<file path="src/rtl/ring_stop_pkg.sv">
// Shared helpers for the ring stop.
// Assumes node IDs are 0..NODES-1 and numbered in clockwise order.
package ring_stop_pkg;

    // Clockwise hop distance from node me to node dst on a ring of n nodes.
    function automatic int unsigned cw_hops(input int unsigned dst,
                                            input int unsigned me,
                                            input int unsigned n);
        return (dst + n - me) % n;
    endfunction

    // Ring choice: clockwise on shorter or equal distance.
    function automatic logic pick_cw(input int unsigned dst,
                                     input int unsigned me,
                                     input int unsigned n);
        int unsigned d;
        d = cw_hops(dst, me, n);
        return (d <= n - d);
    endfunction

endpackage

</file>
<file path="src/rtl/ring_stop_lane.sv">
// One ring direction at a stop: detects flits for this node, forwards
// or bounces the rest, and places an injected flit into a vacated slot.
// Assumes the parent never asserts ins when vacant is low.
module ring_stop_lane #(
    parameter int NODES  = 8,
    parameter int MY_ID  = 0,
    parameter int DATA_W = 16,
    parameter int BNC_W  = 4,
    localparam int NODE_W = (NODES > 1) ? $clog2(NODES) : 1
) (
    input  logic              clk,
    input  logic              rst_n,
    input  logic              in_vld,
    input  logic [NODE_W-1:0] in_dst,
    input  logic [NODE_W-1:0] in_src,
    input  logic [BNC_W-1:0]  in_bnc,
    input  logic [DATA_W-1:0] in_data,
    input  logic              take,
    input  logic              ins,
    input  logic [NODE_W-1:0] ins_dst,
    input  logic [DATA_W-1:0] ins_data,
    output logic              hit,
    output logic              vacant,
    output logic              out_vld,
    output logic [NODE_W-1:0] out_dst,
    output logic [NODE_W-1:0] out_src,
    output logic [BNC_W-1:0]  out_bnc,
    output logic [DATA_W-1:0] out_data
);

    localparam logic [NODE_W-1:0] SELF = NODE_W'(MY_ID);

    // Slot decode: addressed here, and free for injection.
    always_comb begin
        hit    = in_vld && (in_dst == SELF);
        vacant = !in_vld || take;
    end

    // Output slot register: inject, forward/bounce, or empty.
    always_ff @(posedge clk) begin
        if (!rst_n) begin
            out_vld  <= 1'b0;
            out_dst  <= '0;
            out_src  <= '0;
            out_bnc  <= '0;
            out_data <= '0;
        end else if (ins) begin
            out_vld  <= 1'b1;
            out_dst  <= ins_dst;
            out_src  <= SELF;
            out_bnc  <= '0;
            out_data <= ins_data;
        end else if (in_vld && !take) begin
            out_vld  <= 1'b1;
            out_dst  <= in_dst;
            out_src  <= in_src;
            out_data <= in_data;
            if (hit && (in_bnc != '1))
                out_bnc <= in_bnc + 1'b1;
            else
                out_bnc <= in_bnc;
        end else begin
            out_vld  <= 1'b0;
        end
    end

endmodule

</file>
<file path="src/rtl/ring_stop_ejq.sv">
// Local eject queue accepting up to two entries per cycle (port 0 first).
// Assumes the parent writes only into free entries as reported by cnt.
module ring_stop_ejq #(
    parameter int DEPTH = 4,
    parameter int ENT_W = 8,
    localparam int PTR_W = (DEPTH > 1) ? $clog2(DEPTH) : 1,
    localparam int CNT_W = $clog2(DEPTH + 1)
) (
    input  logic             clk,
    input  logic             rst_n,
    input  logic             wr0,
    input  logic [ENT_W-1:0] d0,
    input  logic             wr1,
    input  logic [ENT_W-1:0] d1,
    input  logic             pop,
    output logic             vld,
    output logic [ENT_W-1:0] head,
    output logic [CNT_W-1:0] cnt
);

    logic [ENT_W-1:0] mem [DEPTH];
    logic [PTR_W-1:0] wp, rp;
    logic             pop_do;

    // Pointer advance with wrap at DEPTH.
    function automatic logic [PTR_W-1:0] nxt(input logic [PTR_W-1:0] p);
        return (32'(p) == DEPTH - 1) ? '0 : p + 1'b1;
    endfunction

    // Head view and pop qualification.
    always_comb begin
        vld    = (cnt != '0);
        head   = mem[rp];
        pop_do = pop && vld;
    end

    // Entry storage writes.
    always_ff @(posedge clk) begin
        if (wr0 || wr1)
            mem[wp] <= wr0 ? d0 : d1;
        if (wr0 && wr1)
            mem[nxt(wp)] <= d1;
    end

    // Pointer and occupancy update.
    always_ff @(posedge clk) begin
        if (!rst_n) begin
            wp  <= '0;
            rp  <= '0;
            cnt <= '0;
        end else begin
            if (wr0 && wr1)
                wp <= nxt(nxt(wp));
            else if (wr0 || wr1)
                wp <= nxt(wp);
            if (pop_do)
                rp <= nxt(rp);
            cnt <= cnt + CNT_W'(wr0) + CNT_W'(wr1) - CNT_W'(pop_do);
        end
    end

endmodule

</file>
<file path="src/rtl/ring_stop.sv">
// Stop on two counter-rotating bufferless rings. Ejects flits for MY_ID
// while the local queue has room (clockwise first), bounces the rest, and
// injects local messages on the shorter ring into empty slots only.
// Assumes ring neighbours present one slot per ring per cycle.
module ring_stop
    import ring_stop_pkg::*;
#(
    parameter int NODES    = 8,
    parameter int MY_ID    = 0,
    parameter int DATA_W   = 16,
    parameter int BNC_W    = 4,
    parameter int EJ_DEPTH = 4,
    localparam int NODE_W  = (NODES > 1) ? $clog2(NODES) : 1,
    localparam int CNT_W   = $clog2(EJ_DEPTH + 1),
    localparam int ENT_W   = NODE_W + DATA_W
) (
    input  logic              clk,
    input  logic              rst_n,
    input  logic              cw_in_vld,
    input  logic [NODE_W-1:0] cw_in_dst,
    input  logic [NODE_W-1:0] cw_in_src,
    input  logic [BNC_W-1:0]  cw_in_bnc,
    input  logic [DATA_W-1:0] cw_in_data,
    input  logic              ccw_in_vld,
    input  logic [NODE_W-1:0] ccw_in_dst,
    input  logic [NODE_W-1:0] ccw_in_src,
    input  logic [BNC_W-1:0]  ccw_in_bnc,
    input  logic [DATA_W-1:0] ccw_in_data,
    output logic              cw_out_vld,
    output logic [NODE_W-1:0] cw_out_dst,
    output logic [NODE_W-1:0] cw_out_src,
    output logic [BNC_W-1:0]  cw_out_bnc,
    output logic [DATA_W-1:0] cw_out_data,
    output logic              ccw_out_vld,
    output logic [NODE_W-1:0] ccw_out_dst,
    output logic [NODE_W-1:0] ccw_out_src,
    output logic [BNC_W-1:0]  ccw_out_bnc,
    output logic [DATA_W-1:0] ccw_out_data,
    input  logic              inj_vld,
    output logic              inj_rdy,
    input  logic [NODE_W-1:0] inj_dst,
    input  logic [DATA_W-1:0] inj_data,
    output logic              ej_vld,
    output logic [DATA_W-1:0] ej_data,
    output logic [NODE_W-1:0] ej_src,
    output logic              ej_full,
    input  logic              ej_pop
);

    localparam int LANES = 2;   // index 0 clockwise, 1 counter-clockwise

    logic              l_in_vld  [LANES];
    logic [NODE_W-1:0] l_in_dst  [LANES];
    logic [NODE_W-1:0] l_in_src  [LANES];
    logic [BNC_W-1:0]  l_in_bnc  [LANES];
    logic [DATA_W-1:0] l_in_data [LANES];
    logic              l_out_vld [LANES];
    logic [NODE_W-1:0] l_out_dst [LANES];
    logic [NODE_W-1:0] l_out_src [LANES];
    logic [BNC_W-1:0]  l_out_bnc [LANES];
    logic [DATA_W-1:0] l_out_data[LANES];
    logic [LANES-1:0]  hit, take, vacant, ins;
    logic [CNT_W-1:0]  q_cnt;
    logic [ENT_W-1:0]  q_head, ent0, ent1;
    logic              inj_cw, self_dst, q_wr0, q_wr1;

    // Gather ring inputs and scatter ring outputs per lane.
    always_comb begin
        l_in_vld[0] = cw_in_vld;   l_in_dst[0] = cw_in_dst;   l_in_src[0] = cw_in_src;
        l_in_bnc[0] = cw_in_bnc;   l_in_data[0] = cw_in_data;
        l_in_vld[1] = ccw_in_vld;  l_in_dst[1] = ccw_in_dst;  l_in_src[1] = ccw_in_src;
        l_in_bnc[1] = ccw_in_bnc;  l_in_data[1] = ccw_in_data;
        cw_out_vld  = l_out_vld[0]; cw_out_dst  = l_out_dst[0]; cw_out_src  = l_out_src[0];
        cw_out_bnc  = l_out_bnc[0]; cw_out_data = l_out_data[0];
        ccw_out_vld = l_out_vld[1]; ccw_out_dst = l_out_dst[1]; ccw_out_src = l_out_src[1];
        ccw_out_bnc = l_out_bnc[1]; ccw_out_data = l_out_data[1];
    end

    // Eject arbitration: clockwise takes the first free entry.
    always_comb begin
        take[0] = hit[0] && (32'(q_cnt) < EJ_DEPTH);
        take[1] = hit[1] && (32'(q_cnt) + 32'(take[0]) < EJ_DEPTH);
    end

    // Injection: shorter ring, only into a vacant slot, never to self.
    always_comb begin
        self_dst = (inj_dst == NODE_W'(MY_ID));
        inj_cw   = pick_cw(32'(inj_dst), MY_ID, NODES);
        inj_rdy  = !self_dst && (inj_cw ? vacant[0] : vacant[1]);
        ins[0]   = inj_vld && inj_rdy && inj_cw;
        ins[1]   = inj_vld && inj_rdy && !inj_cw;
    end

    // Queue write ports: first accepted flit to port 0.
    always_comb begin
        q_wr0 = take[0] || take[1];
        q_wr1 = take[0] && take[1];
        ent0  = take[0] ? {cw_in_src, cw_in_data} : {ccw_in_src, ccw_in_data};
        ent1  = {ccw_in_src, ccw_in_data};
    end

    generate
        for (genvar g = 0; g < LANES; g++) begin : g_lane
            ring_stop_lane #(
                .NODES(NODES), .MY_ID(MY_ID), .DATA_W(DATA_W), .BNC_W(BNC_W)
            ) u_lane (
                .clk      (clk),
                .rst_n    (rst_n),
                .in_vld   (l_in_vld[g]),
                .in_dst   (l_in_dst[g]),
                .in_src   (l_in_src[g]),
                .in_bnc   (l_in_bnc[g]),
                .in_data  (l_in_data[g]),
                .take     (take[g]),
                .ins      (ins[g]),
                .ins_dst  (inj_dst),
                .ins_data (inj_data),
                .hit      (hit[g]),
                .vacant   (vacant[g]),
                .out_vld  (l_out_vld[g]),
                .out_dst  (l_out_dst[g]),
                .out_src  (l_out_src[g]),
                .out_bnc  (l_out_bnc[g]),
                .out_data (l_out_data[g])
            );
        end
    endgenerate

    ring_stop_ejq #(.DEPTH(EJ_DEPTH), .ENT_W(ENT_W)) u_ejq (
        .clk   (clk),
        .rst_n (rst_n),
        .wr0   (q_wr0),
        .d0    (ent0),
        .wr1   (q_wr1),
        .d1    (ent1),
        .pop   (ej_pop),
        .vld   (ej_vld),
        .head  (q_head),
        .cnt   (q_cnt)
    );

    // Eject port view.
    always_comb begin
        ej_src  = q_head[ENT_W-1:DATA_W];
        ej_data = q_head[DATA_W-1:0];
        ej_full = (32'(q_cnt) == EJ_DEPTH);
    end

endmodule

</file>
<file path="config.mk">
export PLATFORM = sky130hd
export DESIGN_NAME = ring_stop
export DESIGN_NICKNAME = d
export VERILOG_FILES = /design/src/rtl/ring_stop_pkg.sv /design/src/rtl/ring_stop_lane.sv /design/src/rtl/ring_stop_ejq.sv /design/src/rtl/ring_stop.sv
export SDC_FILE = /design/constraint.sdc
export NUM_CORES = 1
export LEC_CHECK = 0
export ABC_AREA = 1
export BUFFER_PORTS_ARGS = -buffer_cell sky130_fd_sc_hd__buf_2
export CAP_MARGIN = 25
export CORE_MARGIN = 3
export CORE_UTILIZATION = 45
export DETAILED_ROUTE_END_ITERATION = 10
export PLACE_DENSITY = 0.73
export REMOVE_ABC_BUFFERS = 1
export SYNTH_ARGS = -nofsm -noshare
export SYNTH_HDL_FRONTEND = slang
export SYNTH_SLANG_ARGS = --single-unit
</file>
<file path="constraint.sdc">
create_clock -name clk -period 2.2 [get_ports clk]
set_input_delay 0.22 -clock clk [delete_from_list [all_inputs] [get_ports clk]]
set_output_delay 0.22 -clock clk [all_outputs]
set_load 0.03 [all_outputs]
</file>
==> results.md, run 1 <==
| Item | Value |
|---|---|
| Detailed router's first-iteration violation count | 556 |
| Starting Density | 0.464 |
| Vertical die dimension | 132 um |
| Worst path setup slack after routing | 0.0260 ns |
| Headroom to the max-slew limit | 0.608 |
| Share of the synthesized area in the top cell type | 0.320 |
| Largest net degree at the start of global routing | 39 |
| I/O pin cnt | 153 |
| Via density per instance | 5.13 |
| Min Tclk post-route | 2.17 ns |
| Total grt overflow | 0 |
| Slew at the pin closest to its max-slew limit | 0.582 ns |
| Main synth FF type | sky130_fd_sc_hd__edfxtp_1 |
| Setup clock skew after layout | 0.0143 ns |
| End of the worst register-to-register path | u_ejq.cnt[1] |
| Result of the run | finished clean |
| Detailed-route DRC error count | 0 |
| Detailed-routing iteration count for the pre-antenna-repair pass | 5 |
| RSZ-0062 raised after global routing | yes |
| Net switching fraction of the power | 0.347 |
| CP max stage delay | 0.40 ns |
| Xor-xnor portion of the synthesized cell area | 0.00614 |
| Warning count from the yosys run | 0 |
| Main combinational cell family by area after synthesis | simple AND/OR/NAND/NOR gates |
| Fraction of the mapped netlist area in adder cells | 0.0319 |
| Post-synthesis average cell area | 8.18 um2 |
| Cells after Synth | 872 |
| Number of register bits inferred by synthesis | 139 |
| Minimum setup slack among reg-to-reg paths | 0.03 ns |
| Critical Path Sink Type | flop |
| Antenna violations before repair | 1 |
| Max stage delay cell, worst path | sky130_fd_sc_hd__fa_1 |
| Dpl hpwl | 14,300 um |
| Worst Setup Slack post-DPL | -0.178 ns |
| Layout cell share with drive strength beyond 1 | 0.257 |
| Buffer cell driving the clock tree root | sky130_fd_sc_hd__clkbuf_16 |
| Placed insts | 1,232 |
| Clock tree from TritonCTS | built |
| Simple logic cell fraction of the synthesized area | 0.212 |
| Die Footprint | 0.0174 mm2 |
| Worst min path class | in -> reg |
| Buffers on Ports | 152 |
| Required time of the worst setup path | 2.52 ns |
| Wire length of the first global-routing pass | 32,100 um |
| Number of global-route vias before repair | 6,152 |
| Top cell type by total area after synthesis | sky130_fd_sc_hd__edfxtp_1 |
| Number of filler cells placed in the layout | 1,317 |
| Number of buffers created by CTS | 17 |
| Accumulated negative setup slack | 0 ns |
| Number of stages on the worst hold path | 3 |
| Beginning of the worst register-to-register path | u_ejq.cnt[2] |
| Logic gate share of total power | 0.298 |
| Core area | 0.0154 mm2 |
| Number of distinct standard cells referenced by the synthesized netlist | 39 |
| Clock Sinks | 139 |
| Total via count in the routed design | 6,516 |
| Fin cells | 1,271 |
| Worst setup path category | reg -> reg |
| Cell Pwr Density | 906 mW/mm2 |
| Bufs on Longest Clock Path | 2 |
| Critical path, cell by cell | ha_2, nor2_1, nor2_1, nand2_1, nand2_4, nor2_4, inv_2, ha_4, fa_2, inv_2, fa_1, nand2_1, inv_1 |
| Layout-stage area growth over the synthesis result | 25.9% |
| Peak Freq | 460 MHz |
| Clock latency on the worst-skew pair | 0.42 ns |
| Post-detailed-route wirelength per cell | 15.8 um |
| Post-route fraction of the period consumed by the critical path | 0.988 |
| Number of nets at the end of the flow | 1,140 |
| Length in cells of the worst reg-to-reg path | 13 |
| EDFF count, synth | 76 |
| Leakage | 4.06 nW |
| Worst voltage drop across the vdd grid | 0.462 mV |
| Compound-cell area share of the yosys netlist | 0.177 |
| Mux share of post-synthesis cell area | 0.00158 |
| Clock transition at the registers of the reported paths | 0.06 ns |
| Number of failing setup endpoints in the final timing report | 0 |
| Overall routed net length | 20,000 um |
| Hold EP | g_lane[1].u_lane.out_src[1] |
| Top post-synthesis cells by area | sky130_fd_sc_hd__edfxtp_1 32%, sky130_fd_sc_hd__dfxtp_1 18%, sky130_fd_sc_hd__nand2_1 11% |
| Routed Antenna Nets | 0 |
| Register share of total power | 0.367 |
| Final hold violation count | 0 |
| Post-Synthesis Cell Area | 0.00713 mm2 |
| Critical Path Fanout Max | 3 |
| Proportion of power drawn by the clock network | 0.335 |
| Seq/Total Area, Yosys | 0.497 |
| Crit path launch type | flop |
| Row count | 45 |
| Psw | 2.82 mW |
| Global placer's final weighted congestion | 0.880 |
| Width of the die | 132 um |
| Final Max Tran Viols | 0 |
| Max capacitance violation total | 0 |
| Global router's overall resource usage | 0.228 |
| Hold path start | ccw_in_src[1] |
| H-tree levels | 4 |
| Arrival time of data at the critical path endpoint | 2.49 ns |
| Share of flip-flops with an asynchronous set or reset | 0 |
| Internal power contribution | 5.31 mW |
cell usage in the layout, fill, tap and decap left out, types with 9 or more instances in the layout:
master	instances
sky130_fd_sc_hd__nand2_1	211
sky130_fd_sc_hd__buf_2	151
sky130_fd_sc_hd__o21ai_0	138
sky130_fd_sc_hd__nor2_1	113
sky130_fd_sc_hd__edfxtp_1	76
sky130_fd_sc_hd__inv_1	66
sky130_fd_sc_hd__dfxtp_1	62
sky130_fd_sc_hd__buf_4	50
sky130_fd_sc_hd__a21oi_1	31
sky130_fd_sc_hd__nand4_1	20
sky130_fd_sc_hd__o22ai_1	19
sky130_fd_sc_hd__clkbuf_16	17
sky130_fd_sc_hd__ha_1	13
sky130_fd_sc_hd__a22oi_2	10
sky130_fd_sc_hd__nand3_1	9
sky130_fd_sc_hd__a22oi_1	9
cell usage after synthesis, types with 3 or more instances:
master	n
sky130_fd_sc_hd__nand2_1	211
sky130_fd_sc_hd__a211oi_1	4
sky130_fd_sc_hd__buf_4	4
sky130_fd_sc_hd__clkbuf_1	30
sky130_fd_sc_hd__buf_2	15
sky130_fd_sc_hd__nor2_2	4
sky130_fd_sc_hd__dfxtp_1	63
sky130_fd_sc_hd__inv_1	68
sky130_fd_sc_hd__a21oi_2	3
sky130_fd_sc_hd__o22ai_1	19
sky130_fd_sc_hd__a22oi_2	10
sky130_fd_sc_hd__nand2_4	3
sky130_fd_sc_hd__o21ai_0	138
sky130_fd_sc_hd__a22oi_1	9
sky130_fd_sc_hd__xor2_1	3
sky130_fd_sc_hd__nor2_1	113
sky130_fd_sc_hd__edfxtp_1	76
sky130_fd_sc_hd__nand3_1	9
sky130_fd_sc_hd__a21oi_1	31
sky130_fd_sc_hd__nand4_1	20
sky130_fd_sc_hd__ha_1	15
metal layers:
layer,GRT usage,share of wire
met1,0.298,0.43
met2,0.374,0.47
met3,0.0427,0.069
met4,0.0898,0.024
met5,0,0
how the worst max path moves through the flow:
stage,start,to
4_1_cts,u_ejq.cnt[1],u_ejq.cnt[1]
6_report,u_ejq.cnt[2],u_ejq.cnt[1]
3_5_place_dp,ccw_in_dst[1],u_ejq.cnt[1]
3_3_place_gp,ccw_in_dst[1],u_ejq.cnt[1]
2_1_floorplan,inj_dst[0],g_lane[0].u_lane.out_dst[2]
5_1_grt,u_ejq.cnt[1],u_ejq.cnt[1]
cells by family after synthesis:
family	Yosys count
muxes	1
xor gates and xnor gates	5
buffers and inverters	124
adders and majority gates	17
and+or+nand+nor	367
AOI/OAI and AO/OA	219
DFF	139
through the flow:
step,power (mW),util,hold slack (ns),area [um2]
after global placement,5.36,0.541,0.447,8310
after floorplan,4.53,-,0.313,6870
after detailed placement,5.40,0.541,0.452,8310
final,8.13,0.584,0.0726,8980
after CTS,8.17,0.584,0.0567,8970
after global routing,8.51,0.584,0.0828,8980
timing repair:
item / CTS / global route
endpoints found under the setup margin: 3 / 22
buffers inserted: 5 / 0
cloned: 1 / 0
pin swaps: 8 / 4
gates resized for setup: 9 / 1
hold buffers: 0 / 0
state kept, by name, indices dropped and copies added, names as in the netlist, named ones only:
name / flops
g_lane.u_lane.out_bnc: 8
g_lane.u_lane.out_data: 32
g_lane.u_lane.out_dst: 6
g_lane.u_lane.out_src: 6
g_lane.u_lane.out_vld: 2
u_ejq.cnt: 3
u_ejq.mem: 76
u_ejq.rp: 2
u_ejq.wp: 2
worst max-delay path: cells and delay by family (launching register included):
kind                     cells  cell delay [ns]
flip-flops                   1             0.33
buffers and inverters        3             0.16
AND/OR/NAND/NOR              6             0.49
adder cells (fa/ha/maj)      4             1.11
power by group through the flow:
stage / combinational (mW) / sequential [mW] / clock [mW]
after floorplan: 1.30 / 3.24 / 0
after global placement: 2.33 / 3.03 / 0
after detailed placement: 2.36 / 3.04 / 0
after CTS: 2.44 / 2.98 / 2.75
after global routing: 2.65 / 3.00 / 2.86
final: 2.42 / 2.99 / 2.72
final cells by class:
| type | count | area, um2 | share of cell area |
|---|---|---|---|
| Multi-Input combinational cell | 609 | 3080 | 0.343 |
| Timing Repair Buffer | 207 | 1250 | 0.140 |
| Clock buffer | 23 | 469 | 0.0523 |
| Tap cell | 211 | 264 | 0.0294 |
| Antenna cell | 1 | 2.50 | 0.000279 |
| Sequential cell | 139 | 3540 | 0.395 |
| Clock inverter | 9 | 90.1 | 0.0100 |
| Inverter | 72 | 273 | 0.0304 |
Power figures use the tool's default switching activity.
==> inputs of run 2 (changes only) <==
CORE_MARGIN = 10   (was 3)
PLACE_DENSITY = 0.78   (was 0.73)
==> results.md, run 2 (synthesis gave the netlist of run 1 again) <==
| Item | Value | vs previous |
|---|---|---|
| Result of the run | finished with violations |  |
| Failing checks | setup timing |  |
| Routed Antenna Nets | 0 | unchanged |
| Required time of the worst setup path | 2.52 ns | about the same |
| Hold path start | cw_in_src[2] |  |
| Worst min path class | in -> reg |  |
| Layout-stage area growth over the synthesis result | 26.8% |  |
| Number of buffers created by CTS | 17 | unchanged |
| Length in cells of the worst reg-to-reg path | 13 | unchanged |
| Arrival time of data at the critical path endpoint | 2.54 ns | +0.05 ns |
| Final Hold Slack | 0.0646 ns | -0.00795 ns |
| Beginning of the worst register-to-register path | u_ejq.cnt[2] |  |
| Largest registers | u_ejq.mem (76), g_lane.u_lane.out_data (32), g_lane.u_lane.out_bnc (8) |  |
| Clock transition at the registers of the reported paths | 0.06 ns | about the same |
| Global placer's final weighted congestion | 0.884 | +0.48% |
| Vertical die dimension | 146 um | +11% |
| Minimum setup slack among reg-to-reg paths | -0.03 ns | -0.05 ns |
| Min Tclk post-route | 2.23 ns | +0.0517 ns |
| Clock latency on the worst-skew pair | 0.43 ns | about the same |
| Detailed-routing iteration count for the pre-antenna-repair pass | 6 | +1 |
| Number of global-route vias before repair | 6,507 | +5.8% |
| Number of filler cells placed in the layout | 1,288 | -2.2% |
| Critical Path Sink Type | flop |  |
| Most frequent cells in the layout | 211 x sky130_fd_sc_hd__nand2_1, 151 x sky130_fd_sc_hd__buf_2, 138 x sky130_fd_sc_hd__o21ai_0 |  |
| Detailed-route DRC error count | 0 | unchanged |
| Slew at the pin closest to its max-slew limit | 0.521 ns | -0.0614 ns |
| Critical path, cell by cell | ha_2, nor2_2, nor2_1, nand2_1, nand2_4, nor2_4, inv_2, ha_4, fa_2, inv_2, fa_1, nand2_1, inv_1 |  |
| I/O pin cnt | 153 | unchanged |
| End of the worst register-to-register path | u_ejq.cnt[1] |  |
| Overall routed net length | 21,500 um | +7.3% |
| Post-route fraction of the period consumed by the critical path | 1.01 | +0.0235 |
| Layout cell share with drive strength beyond 1 | 0.256 | -0.000702 |
| Buffer cell driving the clock tree root | sky130_fd_sc_hd__clkbuf_16 |  |
| Number of flip-flops in the largest register | 76 | unchanged |
| Largest net degree at the start of global routing | 39 | unchanged |
| Crit path launch type | flop |  |
| Total grt overflow | 0 | unchanged |
| Global router's overall resource usage | 0.194 | -0.0339 |
| Bufs on Longest Clock Path | 2 | unchanged |
| Core area | 0.0154 mm2 | unchanged |
| Via density per instance | 5.24 | +2.1% |
| Power Total | 8.44 mW | +3.8% |
| Buffers on Ports | 152 | unchanged |
| Antenna violations before repair | 1 | unchanged |
| Final hold violation count | 0 | unchanged |
| Clock Sinks | 139 | unchanged |
| Cell area after layout | 0.00904 mm2 | +0.72% |
| Final Max Tran Viols | 0 | unchanged |
| CP max stage delay | 0.42 ns | +0.02 ns |
| Hold EP | g_lane[0].u_lane.out_src[2] |  |
| Worst path bufs/invs | 3 | unchanged |
| Width of the die | 146 um | +11% |
| Total via count in the routed design | 6,650 | +2.1% |
| Wire length of the first global-routing pass | 33,400 um | +4.3% |
| Register ranked first by flip-flop count | u_ejq.mem |  |
| Detailed router's first-iteration violation count | 611 | +9.9% |
| Dpl hpwl | 15,100 um | +5.9% |
| Number of nets at the end of the flow | 1,139 | -0.088% |
| Leakage | 4.07 nW | +0.28% |
| Starting Density | 0.464 | unchanged |
| CP delay by family, top | adder cells |  |
| Area after detailed placement | 0.00833 mm2 | +0.27% |
| Setup clock skew after layout | 0.00671 ns | -0.00758 ns |
| Worst voltage drop across the vdd grid | 0.404 mV | -13% |
| RSZ-0062 raised after global routing | yes |  |
| Number of failing setup endpoints in the final timing report | 1 | +1 |
| Number of stages on the worst hold path | 3 | unchanged |
| Worst setup path category | reg -> reg |  |
| Worst Setup Slack post-DPL | -0.161 ns | +0.0169 ns |
| Most common cell after layout, fill and taps aside | sky130_fd_sc_hd__nand2_1 |  |
| Max capacitance violation total | 0 | unchanged |
| Worst path setup slack after routing | -0.0257 ns | -0.0517 ns |
| Max stage delay cell, worst path | sky130_fd_sc_hd__fa_1 |  |
| Headroom to the max-slew limit | 0.651 | +0.0429 |
| H-tree levels | 4 | unchanged |
| Peak Freq | 449 MHz | -2.3% |
| Row count | 45 | unchanged |
| Cell Pwr Density | 934 mW/mm2 | +3.1% |
| Critical Path Fanout Max | 2 | -1 |
| Post-detailed-route wirelength per cell | 16.9 um | +7.4% |
| Die Footprint | 0.0213 mm2 | +22% |
| Clock tree from TritonCTS | built |  |
run 2: changes by cell type in the layout (fill, tap and decap cells not counted), moves of 2 or more:
cell / change
sky130_fd_sc_hd__inv_4: -2
sky130_fd_sc_hd__clkinv_1: +3
sky130_fd_sc_hd__buf_12: +3
sky130_fd_sc_hd__clkinv_4: -2
sky130_fd_sc_hd__buf_4: -5
sky130_fd_sc_hd__clkbuf_8: -2
sky130_fd_sc_hd__bufinv_16: +3
run 2: through the flow:
step,TNS (ns),utilization,cells
2_1_floorplan,-19.06,-,820
3_3_place_gp,-0.0962,0.542,1230
3_5_place_dp,-0.187,0.542,1230
4_1_cts,-0.0763,0.586,1266
5_1_grt,-0.322,0.588,1269
6_report,-0.0257,0.588,1270
run 2: timing repair:
item,in CTS,in global routing
gates cloned,0,1
setup buffers,4,2
setup endpoints to repair,3,18
pin swaps,10,5
hold buffers,0,0
resized for setup,10,6
run 2: worst max-delay path by stage:
stage                   from                     endpoint  slack, ns  cells after the start
3_5_place_dp   ccw_in_dst[1]                 u_ejq.cnt[1]      -0.16                     13
4_1_cts         u_ejq.cnt[2]                 u_ejq.cnt[1]      -0.07                     13
5_1_grt         u_ejq.cnt[2]                 u_ejq.cnt[1]       -0.1                     13
6_report        u_ejq.cnt[2]                 u_ejq.cnt[1]      -0.03                     13
2_1_floorplan     inj_dst[0]  g_lane[0].u_lane.out_dst[2]      -0.22                     12
3_3_place_gp   ccw_in_dst[1]                 u_ejq.cnt[1]       -0.1                     13
run 2: layout make-up:
type | instances | area, um2 | share of cell area
Tap cell | 211 | 264 | 0.0292
Antenna cell | 1 | 2.50 | 0.000277
Inverter | 72 | 273 | 0.0302
Multi-Input combinational cell | 609 | 3090 | 0.341
Clock buffer | 20 | 437 | 0.0483
Timing Repair Buffer | 206 | 1260 | 0.140
Clock inverter | 12 | 170 | 0.0188
Sequential cell | 139 | 3550 | 0.392
run 2: tightest hold or removal path: cells and delay by family:
kind / cells / cell delay [ns]
simple gates: 1 / 0.05
buf+inv: 1 / 0.11
compound gates: 1 / 0.06
run 2: metal layers:
| layer | vias up | global-route usage | routed length [um] |
|---|---|---|---|
| met5 | - | 0 | 0 |
| met4 | 0 | 0.0779 | 540 |
| met3 | 49 | 0.0522 | 1580 |
| met2 | 275 | 0.328 | 10500 |
| met1 | 3043 | 0.228 | 8830 |
| li1 | 3283 | - | - |
run 2: report_power, final:
group          switching (mW)  leakage [nW]  internal [mW]
Combinational            1.69          2.57          0.787
Clock                    1.08         0.292           1.89
Sequential             0.0799          1.21           2.91
==> inputs of run 3 (changes only) <==
PLACE_DENSITY = 0.75   (was 0.78)
clock period = 2.1 ns   (was 2.2 ns; I/O delays follow)
==> results.md, run 3 (synthesis gave the netlist of run 1 again) <==
| Item | Value | vs previous |
|---|---|---|
| Post-route fraction of the period consumed by the critical path | 1.07 | +0.0585 |
| Core area | 0.0154 mm2 | unchanged |
| Wire length of the first global-routing pass | 34,400 um | +3.0% |
| Overall routed net length | 22,400 um | +4.4% |
| Sequential cell area | 0.00355 mm2 | +0.11% |
| Worst path bufs/invs | 3 | unchanged |
| Max capacitance violation total | 0 | unchanged |
| Antenna violations before repair | 2 | +1 |
| Largest registers | u_ejq.mem (76), g_lane.u_lane.out_data (32), g_lane.u_lane.out_bnc (8) |  |
| Clock tree from TritonCTS | built |  |
| Leakage | 4.21 nW | +3.5% |
| Clock latency on the worst-skew pair | 0.44 ns | about the same |
| Required time of the worst setup path | 2.44 ns | -0.08 ns |
| Number of buffers created by CTS | 17 | unchanged |
| Max stage delay cell, worst path | sky130_fd_sc_hd__fa_2 |  |
| Detailed-routing iteration count for the pre-antenna-repair pass | 5 | -1 |
| Cell Pwr Density | 938 mW/mm2 | +0.49% |
| Largest net degree at the start of global routing | 39 | unchanged |
| Register ranked first by flip-flop count | u_ejq.mem |  |
| Number of global-route vias before repair | 6,538 | +0.48% |
| RSZ-0062 raised after global routing | yes |  |
| CP delay by family, top | adder cells |  |
| Total via count in the routed design | 6,683 | +0.50% |
| Headroom to the max-slew limit | 0.638 | -0.0122 |
| Number of failing setup endpoints in the final timing report | 3 | +2 |
| Area after detailed placement | 0.00838 mm2 | +0.51% |
| Via density per instance | 5.20 | -0.75% |
| Global router's overall resource usage | 0.201 | +0.00671 |
| Buffers on Ports | 152 | unchanged |
| Post-detailed-route wirelength per cell | 17.4 um | +3.1% |
| Width of the die | 146 um | unchanged |
| # hold bufs at CTS | 0 | unchanged |
| Worst path setup slack after routing | -0.147 ns | -0.122 ns |
| Peak Freq | 445 MHz | -0.97% |
| Critical path, cell by cell | ha_4, nor2_4, nor2_2, nand2_2, nand2_4, nor2_4, inv_2, ha_4, fa_2, inv_2, fa_2, nand2_2, inv_2 |  |
| Worst voltage drop across the vdd grid | 0.613 mV | +52% |
| Clock transition at the registers of the reported paths | 0.06 ns | about the same |
| I/O pin cnt | 153 | unchanged |
| Layout-stage area growth over the synthesis result | 31.0% |  |
| Final Hold Slack | 0.0646 ns | -0.0000106 ns |
| Number of flip-flops in the largest register | 76 | unchanged |
| Cell repeated most along the worst path | sky130_fd_sc_hd__inv_2 |  |
| Most frequent cells in the layout | 205 x sky130_fd_sc_hd__nand2_1, 151 x sky130_fd_sc_hd__buf_2, 138 x sky130_fd_sc_hd__o21ai_0 |  |
| Arrival time of data at the critical path endpoint | 2.59 ns | +0.05 ns |
| Final Max Tran Viols | 0 | unchanged |
| Number of filler cells placed in the layout | 1,282 | -0.47% |
| Row count | 45 | unchanged |
| Detailed-route DRC error count | 0 | unchanged |
| Worst Setup Slack post-DPL | -0.292 ns | -0.130 ns |
| Worst setup path category | reg -> reg |  |
| Post-route core utilization | 0.608 | +0.0198 |
| Detailed router's first-iteration violation count | 529 | -13% |
| Result of the run | finished with violations |  |
| Routed Antenna Nets | 0 | unchanged |
| Dpl hpwl | 15,300 um | +1.2% |
| Critical Path Fanout Max | 2 | unchanged |
| Final hold violation count | 0 | unchanged |
| Setup clock skew after layout | 0.0136 ns | +0.00692 ns |
| Die Footprint | 0.0213 mm2 | unchanged |
| Number of nets at the end of the flow | 1,154 | +1.3% |
| Vertical die dimension | 146 um | unchanged |
| H-tree levels | 4 | unchanged |
| Crit path launch type | flop |  |
| Buffer cell driving the clock tree root | sky130_fd_sc_hd__clkbuf_16 |  |
| Global placer's final weighted congestion | 0.859 | -2.8% |
| Total grt overflow | 0 | unchanged |
| CP max stage delay | 0.43 ns | about the same |
| Starting Density | 0.464 | unchanged |
| Failing checks | setup timing |  |
| Clock Sinks | 139 | unchanged |
| Min Tclk post-route | 2.25 ns | +0.0218 ns |
| Most common cell after layout, fill and taps aside | sky130_fd_sc_hd__nand2_1 |  |
| Cell area after layout | 0.00935 mm2 | +3.4% |
| Worst min path class | in -> reg |  |
| Critical Path Sink Type | flop |  |
| Accumulated negative setup slack | -0.363 ns | -0.337 ns |
| Area of combinational cells with multiple inputs | 0.00323 mm2 | +4.7% |
| Slew at the pin closest to its max-slew limit | 0.537 ns | +0.0159 ns |
| Layout cell share with drive strength beyond 1 | 0.284 | +0.0281 |
| Bufs on Longest Clock Path | 2 | unchanged |
-- run 3: cell types whose count changed in the layout (fill, tap and decap cells not counted), moves of 4 or more --
cell	delta
sky130_fd_sc_hd__buf_6	+12
sky130_fd_sc_hd__nand2_2	+4
sky130_fd_sc_hd__nor2_1	-4
sky130_fd_sc_hd__buf_8	+5
sky130_fd_sc_hd__nand2_1	-6
-- run 3: layer usage --
layer  up-vias  routed length, um  GRT usage
met4         0                656     0.0804
met5         -                  0          0
met1      3077               9100      0.233
met2       245              10900      0.336
li1       3313                  -          -
met3        48               1750     0.0618
-- run 3: where the power goes --
group / internal (mW) / switching, mW
combinational: 0.912 / 1.83
sequential: 3.05 / 0.109
clock: 1.73 / 1.13
-- run 3: through the flow --
step	power [mW]	instances
2_1_floorplan	4.75	820
3_3_place_gp	5.70	1239
3_5_place_dp	5.74	1239
4_1_cts	8.68	1282
5_1_grt	9.16	1284
6_report	8.77	1286
-- run 3: path summary, 6_finish.rpt --
kind	startpoint	end	cells past startpoint	slack [ns]
worst min-delay path	cw_in_src[0]	g_lane[0].u_lane.out_src[0]	3	0.06
worst max register to register	u_ejq.cnt[1]	u_ejq.cnt[1]	13	-0.15
worst max-delay path	u_ejq.cnt[1]	u_ejq.cnt[1]	13	-0.15
worst min register to register	g_lane[1].u_lane.out_data[2]	g_lane[1].u_lane.out_data[2]	2	0.46
-- run 3: worst register-to-register path, cell delays in order, from the launching register on --
cell	delay, ns
sky130_fd_sc_hd__dfxtp_4	0.36
sky130_fd_sc_hd__ha_4	0.16
sky130_fd_sc_hd__nor2_4	0.11
sky130_fd_sc_hd__nor2_2	0.05
sky130_fd_sc_hd__nand2_2	0.08
sky130_fd_sc_hd__nand2_4	0.06
sky130_fd_sc_hd__nor2_4	0.09
sky130_fd_sc_hd__inv_2	0.05
sky130_fd_sc_hd__ha_4	0.22
sky130_fd_sc_hd__fa_2	0.36
sky130_fd_sc_hd__inv_2	0.06
sky130_fd_sc_hd__fa_2	0.43
sky130_fd_sc_hd__nand2_2	0.07
sky130_fd_sc_hd__inv_2	0.03
-- run 3: timing repair --
item	CTS	global route
pin swaps	10	28
setup buffers	9	3
gates resized for setup	27	49
setup endpoints to repair	3	202
gates cloned	2	4
-- run 3: layout make-up --
| cell class | instances | area share |
|---|---|---|
| Multi-Input combinational cell | 611 | 0.346 |
| Inverter | 72 | 0.0297 |
| Antenna cell | 2 | 0.000535 |
| Timing Repair Buffer | 219 | 0.156 |
| Clock inverter | 12 | 0.0134 |
| Clock buffer | 20 | 0.0467 |
| Sequential cell | 139 | 0.380 |
| Tap cell | 211 | 0.0282 |
